===== config.mk =====
export PLATFORM = sky130hd
export DESIGN_NAME = wdt_liveness_sup
export DESIGN_NICKNAME = d
export VERILOG_FILES = /design/src/rtl/wls_pkg.sv /design/src/rtl/wls_flag_clear.sv /design/src/rtl/wls_expiry_div.sv /design/src/rtl/wls_progress_ctr.sv /design/src/rtl/wdt_liveness_sup.sv
export SDC_FILE = /design/constraint.sdc
export NUM_CORES = 1
export LEC_CHECK = 0
export BUFFER_PORTS_ARGS = -buffer_cell sky130_fd_sc_hd__buf_2
export CAP_MARGIN = 0
export CORE_UTILIZATION = 25
export DETAILED_ROUTE_END_ITERATION = 16
export SYNTH_ARGS = -nofsm -noshare
export SYNTH_HDL_FRONTEND = slang
export SYNTH_HIERARCHICAL = 1
export SYNTH_SLANG_ARGS = --single-unit

===== constraint.sdc =====
create_clock -name clk_i -period 5.2 [get_ports clk_i]
set_clock_uncertainty 0.2 [all_clocks]
set_input_delay 0.78 -clock clk_i [delete_from_list [all_inputs] [get_ports clk_i]]
set_output_delay 0.78 -clock clk_i [all_outputs]
set_load 0.005 [all_outputs]

===== src/rtl/wls_pkg.sv =====
package wls_pkg;
  typedef enum logic [1:0] {
    RST_NONE = 2'b00,
    RST_CORE = 2'b01,
    RST_CHIP = 2'b10,
    RST_SYS  = 2'b11
  } wdt_rst_action_e;

  localparam int unsigned DEF_CODE_W = 8;
  localparam logic [DEF_CODE_W-1:0] DEF_HALT_CODE = 8'h0D;
endpackage


===== src/rtl/wls_flag_clear.sv =====
module wls_flag_clear (
  input  logic clk_i,
  input  logic rst_ni,
  input  logic expiry_i,
  output logic stat_clr_o,
  output logic arm_clr_o
);
  // serviced unconditionally so the timer never reaches its reset stage
  always_ff @(posedge clk_i or negedge rst_ni) begin
    if (!rst_ni) begin
      stat_clr_o <= 1'b0;
      arm_clr_o  <= 1'b0;
    end else begin
      stat_clr_o <= expiry_i;
      arm_clr_o  <= expiry_i;
    end
  end
endmodule


===== src/rtl/wls_expiry_div.sv =====
module wls_expiry_div #(
  parameter int unsigned CHECK_EVERY = 3
) (
  input  logic clk_i,
  input  logic rst_ni,
  input  logic expiry_i,
  input  logic en_i,
  output logic check_o
);
  localparam int unsigned CNT_W = (CHECK_EVERY > 1) ? $clog2(CHECK_EVERY) : 1;
  localparam logic [CNT_W-1:0] LAST = CNT_W'(CHECK_EVERY - 1);

  logic [CNT_W-1:0] cnt_q;
  logic             step;

  assign step    = expiry_i & en_i;
  assign check_o = step & (cnt_q == LAST);

  always_ff @(posedge clk_i or negedge rst_ni) begin
    if (!rst_ni)      cnt_q <= '0;
    else if (check_o) cnt_q <= '0;
    else if (step)    cnt_q <= cnt_q + 1'b1;
  end
endmodule


===== src/rtl/wls_progress_ctr.sv =====
module wls_progress_ctr #(
  parameter int unsigned PROG_W = 8
) (
  input  logic clk_i,
  input  logic rst_ni,
  input  logic progress_i,
  input  logic clear_i,
  output logic live_o
);
  localparam logic [PROG_W-1:0] SAT = {PROG_W{1'b1}};

  logic [PROG_W-1:0] cnt_q;

  // coincident pulse belongs to the window being judged
  assign live_o = (cnt_q != '0) | progress_i;

  always_ff @(posedge clk_i or negedge rst_ni) begin
    if (!rst_ni)                        cnt_q <= '0;
    else if (clear_i)                   cnt_q <= '0;
    else if (progress_i && cnt_q != SAT) cnt_q <= cnt_q + 1'b1;
  end
endmodule


===== src/rtl/wdt_liveness_sup.sv =====
module wdt_liveness_sup
  import wls_pkg::*;
#(
  parameter int unsigned CHECK_EVERY = 3,
  parameter int unsigned PROG_W      = 8,
  parameter int unsigned CODE_W      = DEF_CODE_W,
  parameter logic [CODE_W-1:0] HALT_CODE = CODE_W'(DEF_HALT_CODE)
) (
  input  logic              clk_i,
  input  logic              rst_ni,
  input  logic              sup_en_i,
  input  logic              expiry_i,
  input  logic              progress_i,
  output logic              stat_clr_o,
  output logic              arm_clr_o,
  output logic [1:0]        rst_action_o,
  output logic              halt_o,
  output logic [CODE_W-1:0] halt_code_o
);
  logic check;
  logic live;
  logic halt_q;

  wls_flag_clear u_flag_clear (
    .clk_i      (clk_i),
    .rst_ni     (rst_ni),
    .expiry_i   (expiry_i),
    .stat_clr_o (stat_clr_o),
    .arm_clr_o  (arm_clr_o)
  );

  wls_expiry_div #(.CHECK_EVERY(CHECK_EVERY)) u_expiry_div (
    .clk_i    (clk_i),
    .rst_ni   (rst_ni),
    .expiry_i (expiry_i),
    .en_i     (sup_en_i),
    .check_o  (check)
  );

  wls_progress_ctr #(.PROG_W(PROG_W)) u_progress_ctr (
    .clk_i      (clk_i),
    .rst_ni     (rst_ni),
    .progress_i (progress_i),
    .clear_i    (check),
    .live_o     (live)
  );

  always_ff @(posedge clk_i or negedge rst_ni) begin
    if (!rst_ni)              halt_q <= 1'b0;
    else if (check && !live)  halt_q <= 1'b1;
  end

  assign rst_action_o = RST_NONE;
  assign halt_o       = halt_q;
  assign halt_code_o  = halt_q ? HALT_CODE : '0;
endmodule


* Word level (Yosys, flattened, before mapping)
Cells that the tools add are included.
** Cells by class
- Add/subtract/negate cells :: 2
- Equal/unequal tests :: 2
- Mux-type cells :: 5
- Bitwise logic cells :: 3
- Reductions and logical operators :: 6
** Operators by type and width (count)
- two-way mux 8 bit :: 2
- adder 8 x 1 -> 8 bit (second input constant) :: 1
- != test 8 bit (second input constant) :: 1
- nonzero test 8 bit :: 1
- two-way mux 2 bit :: 2
- two-way mux 4 bit :: 1
- nonzero test 2 bit :: 2
- adder 2 x 1 -> 2 bit (second input constant) :: 1
- AND 1 bit :: 2
- equality test 2 bit (second input constant) :: 1
- logical AND 1 bit :: 2
- logical NOT 1 bit :: 1
- bitwise OR 1 bit :: 1
** Storage, ports and cells
- Flip-flop bits (word level) :: 12
- Input port bits :: 5
- Output and inout port bits :: 13
- Word-level logic and storage cells :: 22

* Logic depth before layout (Yosys ltp)
Gate-level depths: netlist of the first run.
- Depth in word-level cells :: 4
- Gate-level depth with buffers :: 6
- Depth with buffers taken out :: 6

* Modules after synthesis
The synthesis of the first run kept the hierarchy.
** By module, submodules not included
- wls_progress_ctr :: times used 1, cells each 52, area each 524.3 µm², sequential area each 200.2 µm²
- wdt_liveness_sup :: times used 1, cells each 14, area each 115.1 µm², sequential area each 25.0 µm²
- wls_expiry_div :: times used 1, cells each 8, area each 96.3 µm², sequential area each 50.0 µm²
- wls_flag_clear :: times used 1, cells each 2, area each 32.5 µm², sequential area each 25.0 µm²

* Least setup slack after synthesis of the first run
Ideal clock, no wire load.
- Kind :: input -> register
- Start point :: input port expiry_i
- End point :: register u_progress_ctr.cnt_q[5]
- Library setup time :: 125 ps
- Arrival time :: 1775 ps
- Data required time :: 4875 ps
- Setup slack :: 3100 ps
- Stages on the path :: 5
- Path buffers :: 1
- Cells stage by stage :: nand2_2 -> nor3b_1 -> clkbuf_1 -> nor2_1 -> mux2_4
** On the way
- Cells in the longest elaborated chain, start to end :: 3
- Elaborated cells on any way between the ends :: 4
- Those cells by class :: 1 x mux; 2 x bitwise; 1 x reduce/logical
** RTL lines
- from (decl) :: line wdt_liveness_sup.sv:12 : input logic expiry_i,
- AND 1 bit * :: line wls_expiry_div.sv:16 : assign step = expiry_i & en_i;
- AND 1 bit * :: line wls_expiry_div.sv:17 : assign check_o = step & (cnt_q == LAST);
- named net check :: line wdt_liveness_sup.sv:20 : logic check;
- two-way mux 8 bit or nonzero test 2 bit (tied branches)
- to (signal assigned) :: line wls_progress_ctr.sv:20 : else if (progress_i && cnt_q != SAT) cnt_q <= cnt_q + 1'b1;
- to (decl) :: line wls_progress_ctr.sv:12 : logic [PROG_W-1:0] cnt_q;
The timed path passes the listed nets; every way through them passes the cells marked *.
A chain may end at the register's enable or synchronous reset.

* Worst setup path after layout of the first run
- Start point :: register u_progress_ctr.cnt_q[0]
- End point :: register u_progress_ctr.cnt_q[5]
** On the way
- Cells in the longest elaborated chain, start to end :: 3
- Elaborated cells on any way between the ends :: 6
- Those cells by class :: 1 x add/sub; 1 x eq/ne; 2 x mux; 2 x reduce/logical
** RTL lines (line)
- adder 8 x 1 -> 8 bit or != test 8 bit (tied branches) :: wls_progress_ctr.sv:20
- two-way mux 8 bit or logical AND 1 bit (tied branches) :: wls_progress_ctr.sv:20
- two-way mux 8 bit or nonzero test 2 bit (tied branches)
Parallel ways exist; a longest one is shown, timed or not. The select of a mux whose other input is x is not followed.

==> run metrics, run 1 <==
outcome finished with violations; violated checks design-rule violations; Residual DRC 2; number of synthesized register bits 12; chip width 57.4 um; Die Y 57.4 um; final hold viol count 0; Iteration-0 DRC Markers 10; CP endpoint kind flip-flop; minimum clock period 1.84 ns; CP Buf/Inv Count 0; fraction of registers with async set/reset 1.00; Distinct cells, synth 32; die area 3300 um2; Synth Flop Type dfrtp_1; CTS root buf clkbuf_4; CTS tree built; final wirelength 1270 um; Max Slew Vio Count 0; crit path cell chain ha_1 -> and3_2 -> a211oi_2 -> mux2_4; fin nets 92; share of cells above drive strength 1 0.298; core region area 2830 um2; global placement routability congestion 0.722; total gr overflow 0; largest net degree at the start of global routing 14; post-route design area 826 um2; worst-path maximum fanout 5; cts hold-fix bufs 0; Layout Utilization 0.292; Worst path slowest cell dfrtp_1; post-CTS setup buffer count 0; Post-Route Setup TNS 0 ns; CTS H-tree depth 1; initial antenna violation count 0; HPWL Detailed 897 um; Fmax achieved 0.543 GHz; synth-to-layout area growth 7.49%; CP delay by family, top flip-flops; Vias 549; CP peak stage delay 0.44 ns; Antenna diodes 0; Post-Syn Area 768 um2; commonest non-fill, non-tap cell in the layout dfrtp_1; first-pass GRT wire length 2190 um; global-route usage over all layers 0.0877; Worst Path Required 5.17 ns; Placed Cells 111; Initial Util 0.272; vias in the first global route 481; Num CTS Buffers 3; Fin Hold WS 0.166 ns; final setup vio count 0; Worst-Skew Late Latency 0.28 ns; clock sinks 12; Fill cells 310; Max-cap violations 0; crit start category flip-flop; vias per cell 4.77; Post-synth EDFFs 0; final period utilization 0.354; drt pass-1 iters 10; Bufs on Longest Clock Path 2; PwrDens 451 nW/um2; register area share after synthesis 0.391; cts repair resizes 0; FP Rows 19; Ports 18; CTS clock-pin slew for the worst setup and hold paths 0.08 ns; Max IR drop VDD 0.0945 mV; placed instance area 790 um2; Static Leak 0.400 nW; Setup CP Type flip-flop to flip-flop; leading cell types in the layout, fill and taps excluded 12 x dfrtp_1, 10 x buf_2, 7 x conb_1, 5 x nor2_1, 4 x inv_1; drt wl/cell 11.1 um; Gate Count Post-Synth 76; syn avg cell area 10.1 um2; port bufs 10; HP Class primary input to asynchronous set/reset pin; RSZ-0062 raised after global routing false; Finished Layout Cells 115; Antenna Nets Post-Route 0; critical path arrival 1.81 ns; Synth Warn # 6
==> state kept, by name (all words and copies together) (netlist names) <==
name                    flops
u_flag_clear/arm_clr_o      1
u_expiry_div/cnt_q          2
halt_o                      1
u_progress_ctr/cnt_q        8
==> through the flow <==
stage / setup slack [ns] / total power [mW]
global placement: 3.21 / 0.292
finish: 3.36 / 0.373
floorplan: 3.10 / 0.272
global route: 3.30 / 0.404
CTS: 3.36 / 0.377
detailed placement: 3.20 / 0.298
==> area by class of cell <==
cell class,count,area (um2),share of cell area
multi-input combinational,53,378,0.458
timing repair buffer,11,57.6,0.0697
tap,31,38.8,0.0470
inverter,4,15.0,0.0182
clock buffer,4,36.3,0.0439
sequential,12,300,0.364
==> cell families after synthesis <==
family / after synthesis / synth area share
and+or+nand+nor: 26 / 0.202
buffers and inverters: 17 / 0.147
AOI/OAI and AO/OA: 12 / 0.122
DFF: 12 / 0.391
muxes: 6 / 0.101
adders and majority gates: 2 / 0.0326
other: 1 / 0.00488
==> cell usage after synthesis, types with 2 or more instances <==
| cell type | number | area (um2) |
|---|---|---|
| a211oi_1 | 2 | 15.0 |
| dfrtp_1 | 12 | 300 |
| inv_1 | 4 | 15.0 |
| nand4_1 | 2 | 12.5 |
| nand2_1 | 2 | 7.51 |
| nor2_1 | 5 | 18.8 |
| nor2b_1 | 3 | 18.8 |
| nor3b_1 | 2 | 15.0 |
| nand2b_1 | 2 | 12.5 |
| ha_1 | 2 | 25.0 |
| and4_1 | 2 | 17.5 |
| mux2_2 | 2 | 22.5 |
| nand3_1 | 2 | 10.0 |
| nor4b_1 | 2 | 17.5 |
| a21oi_1 | 3 | 15.0 |
| buf_4 | 11 | 82.6 |
| mux2_4 | 3 | 45.0 |
==> worst register-to-register path, stage by stage, from the launching register on <==
cell	delay, ns
dfrtp_1	0.44
ha_1	0.28
and3_2	0.25
a211oi_2	0.25
mux2_4	0.32
==> layer usage <==
| layer | GRT usage | wire, um | share of wire | vias up |
|---|---|---|---|---|
| met3 | 0.0340 | 84 | 0.066 | 2 |
| li1 | - | - | - | 262 |
| met4 | 0.0314 | 8 | 0.0063 | 0 |
| met5 | 0 | 0 | 0 | - |
| met1 | 0.110 | 583 | 0.46 | 265 |
| met2 | 0.136 | 596 | 0.47 | 20 |
==> power breakdown <==
| group | switching (mW) | internal, mW | total, mW |
|---|---|---|---|
| registers | 0.0431 | 0.127 | 0.171 |
| clock network | 0.0345 | 0.0426 | 0.0770 |
| logic | 0.0546 | 0.0704 | 0.125 |
==> worst paths after layout <==
| kind | start | cells past startpoint | slack (ns) | to |
|---|---|---|---|---|
| setup / recovery | u_progress_ctr/cnt_q[0]$_DFFE_PN0P_ | 4 | 3.36 | u_progress_ctr/cnt_q[5]$_DFFE_PN0P_ |
| hold / removal | rst_ni | 1 | 0.17 | u_flag_clear/arm_clr_o$_DFF_PN0_ |
| setup reg to reg | u_progress_ctr/cnt_q[0]$_DFFE_PN0P_ | 4 | 3.36 | u_progress_ctr/cnt_q[5]$_DFFE_PN0P_ |
| hold reg to reg | halt_o$_DFFE_PN0P_ | 1 | 0.31 | halt_o$_DFFE_PN0P_ |
| max in group asynchronous | rst_ni | 1 | 4.41 | u_progress_ctr/cnt_q[2]$_DFFE_PN0P_ |
| min in group clk_i | halt_o$_DFFE_PN0P_ | 1 | 0.31 | halt_o$_DFFE_PN0P_ |
(Power assumes the default switching activity.)
==> run 2, diff against run 1 <==
clock period = 1.7 ns   (was 5.2 ns; I/O delays follow)
==> run 2 against run 1 <==
Against the previous run: the flow still finishes with violations (design-rule violations); global-route usage rose by 1.2 points; critical path depth did not move; via count rose by 6.7%; power rose to 3.2 times the previous value; fmax rose by 12%; sequential share of layout area fell by 2.3 points; clock-buffer cell count fell by 1; sequential power rose to 2.8 times the previous value; wire length rose by 13%; sequential cell count did not move; first-iteration DRC count rose by 140%; critical path type unchanged; largest cell class unchanged.
==> run metrics, run 2 (same netlist as run 1, synthesis figures left out) <==
Fmax achieved 0.610 GHz (+12%); Static Leak 0.430 nW (+7.5%); CP endpoint kind flip-flop; Antenna Nets Post-Route 0 (unchanged); CP peak stage delay 0.39 ns (-0.05 ns); Worst-Skew Late Latency 0.27 ns (about the same); Worst path slowest cell dfrtp_1; initial antenna violation count 0 (unchanged); Worst Path Required 1.66 ns (-3.51 ns); chip width 57.4 um (unchanged); Layout Utilization 0.311 (+0.0195); crit path cell chain ha_2 -> and3_2 -> a211oi_2 -> mux2_4; Num CTS Buffers 3 (unchanged); vias in the first global route 562 (+17%); critical path arrival 1.60 ns (-0.21 ns); Setup CP Type flip-flop to flip-flop; CP delay by family, top flip-flops; RSZ-0062 raised after global routing false; drt wl/cell 11.8 um (+6.8%); synth-to-layout area growth 14.7%; leading cell types in the layout, fill and taps excluded 12 x dfrtp_1, 10 x buf_2, 7 x conb_1, 7 x buf_4, 5 x nor2_1; worst-path maximum fanout 3 (-2); Fill cells 288 (-7.1%); Placed Cells 117 (+5.4%); Max-cap violations 0 (unchanged); FP Rows 19 (unchanged); final wirelength 1440 um (+13%); fin nets 100 (+8.7%); CP Launch Point u_progress_ctr/cnt_q[0]$_DFFE_PN0P_; port bufs 10 (unchanged); CTS tree built; Residual DRC 3 (+1); met2 Use GR 0.181 (+0.0449); r2r endpoint u_progress_ctr/cnt_q[5]$_DFFE_PN0P_; CP Buf/Inv Count 0 (unchanged); CTS clock-pin slew for the worst setup and hold paths 0.07 ns (about the same); R2R Setup Slk 0.06 ns (-3.30 ns); Global Route met3 Usage 0.0340 (unchanged); Post-Route Setup TNS 0 ns (unchanged); final setup margin 0.0609 ns (-3.30 ns); Vias 586 (+6.7%); worst hold path stage count 3; final period utilization 0.964 (+0.610); CTS H-tree depth 1 (unchanged); die area 3300 um2 (unchanged); first-pass GRT wire length 2500 um (+14%); post-CTS setup buffer count 0 (unchanged); Seq. cell area 300 um2 (unchanged); share of cells above drive strength 1 0.352 (+0.0540); Biggest register u_progress_ctr/cnt_q; most used routing layer met2; R2R depth 4 (unchanged); Top Registers u_progress_ctr/cnt_q (8), u_expiry_div/cnt_q (2); Max IR drop VDD 0.289 mV (+210%); final setup vio count 0 (unchanged); pre-CTS setup slack 0.0301 ns (-3.17 ns); HP Class primary input to flip-flop; commonest non-fill, non-tap cell in the layout dfrtp_1; largest net degree at the start of global routing 14 (unchanged); crit start category flip-flop; final hold viol count 0 (unchanged); Finished Layout Cells 122 (+6.1%); clock sinks 12 (unchanged); violated checks design-rule violations; global placement routability congestion 0.775 (+7.4%); Ports 18 (unchanged); Iteration-0 DRC Markers 24 (+14); Die Y 57.4 um (unchanged); PwrDens 1340 nW/um2 (+200%); core region area 2830 um2 (unchanged); drt pass-1 iters 10 (unchanged); global-route usage over all layers 0.0992 (+0.0115); Max Slew Vio Count 0 (unchanged); Largest register FFs 8 (unchanged); GRT met1 Usage 0.106 (-0.00374); CTS root buf clkbuf_4; HPWL Detailed 1060 um (+18%); Initial Util 0.272 (unchanged); multi-input combinational cell area 382 um2 (+0.99%); Fin Hold WS 0.143 ns (-0.0228 ns); R2R Path Start u_progress_ctr/cnt_q[0]$_DFFE_PN0P_; Hold Path End u_expiry_div/cnt_q[1]$_DFFE_PN0P_; vias per cell 4.80 (+0.62%); Antenna diodes 0 (unchanged); Levels on crit path 4 (unchanged); minimum clock period 1.64 ns (-0.202 ns); total gr overflow 0 (unchanged); Bufs on Longest Clock Path 2 (unchanged); hold path start sup_en_i; outcome finished with violations
## run 2: cell count changes in the layout (fill, tap and decap cells not counted), sizes merged
| cell | previous run | this run |
|---|---|---|
| clkbuf | 4 | 3 |
| buf | 11 | 17 |
| dlygate4sd3 | 0 | 2 |
## run 2: stage by stage
stage / instance area, um2 / power [mW]
3_5_place_dp: 837 / 1.00
3_3_place_gp: 837 / 0.973
6_report: 881 / 1.18
4_1_cts: 880 / 1.18
5_1_grt: 881 / 1.28
2_1_floorplan: 793 / 0.833
## run 2: final cells by class
type	instances	area share
repair buffers	19	0.139
inverters	4	0.0170
flip-flops and latches	12	0.341
clock buffers	3	0.0256
well taps	31	0.0440
multi-input cells	53	0.433
## run 2: worst register-to-register path: stages (launching register included)
cell      delay, ns
dfrtp_1        0.39
ha_2           0.18
and3_2         0.22
a211oi_2       0.22
mux2_4         0.31
## run 2: per-layer routing
metal / wire length [um] / vias up
met5: 0 / -
met4: 10 / 0
met3: 84 / 3
met2: 731 / 21
met1: 614 / 281
li1: - / 281
## run 2: worst max path at each step
stage | to
finish | u_progress_ctr/cnt_q[5]$_DFFE_PN0P_
global route | u_progress_ctr/cnt_q[5]$_DFFE_PN0P_
CTS | u_progress_ctr/cnt_q[5]$_DFFE_PN0P_
detailed placement | u_progress_ctr/cnt_q[5]$_DFFE_PN0P_
global placement | u_progress_ctr/cnt_q[5]$_DFFE_PN0P_
floorplan | u_progress_ctr/cnt_q[5]$_DFFE_PN0P_
## run 2: what timing repair did
action                     CTS  global route
hold endpoints to repair    13             0
resized for setup            0             1
hold buffers                 2             0
setup endpoints to repair    0             1
## run 2: where the power goes
part | internal (mW) | leakage [nW] | switching (mW) | total [mW]
combinational | 0.286 | 0.265 | 0.231 | 0.518
clock | 0.0821 | 0.0138 | 0.0914 | 0.173
sequential | 0.390 | 0.152 | 0.0955 | 0.485
total | 0.758 | 0.430 | 0.418 | 1.18
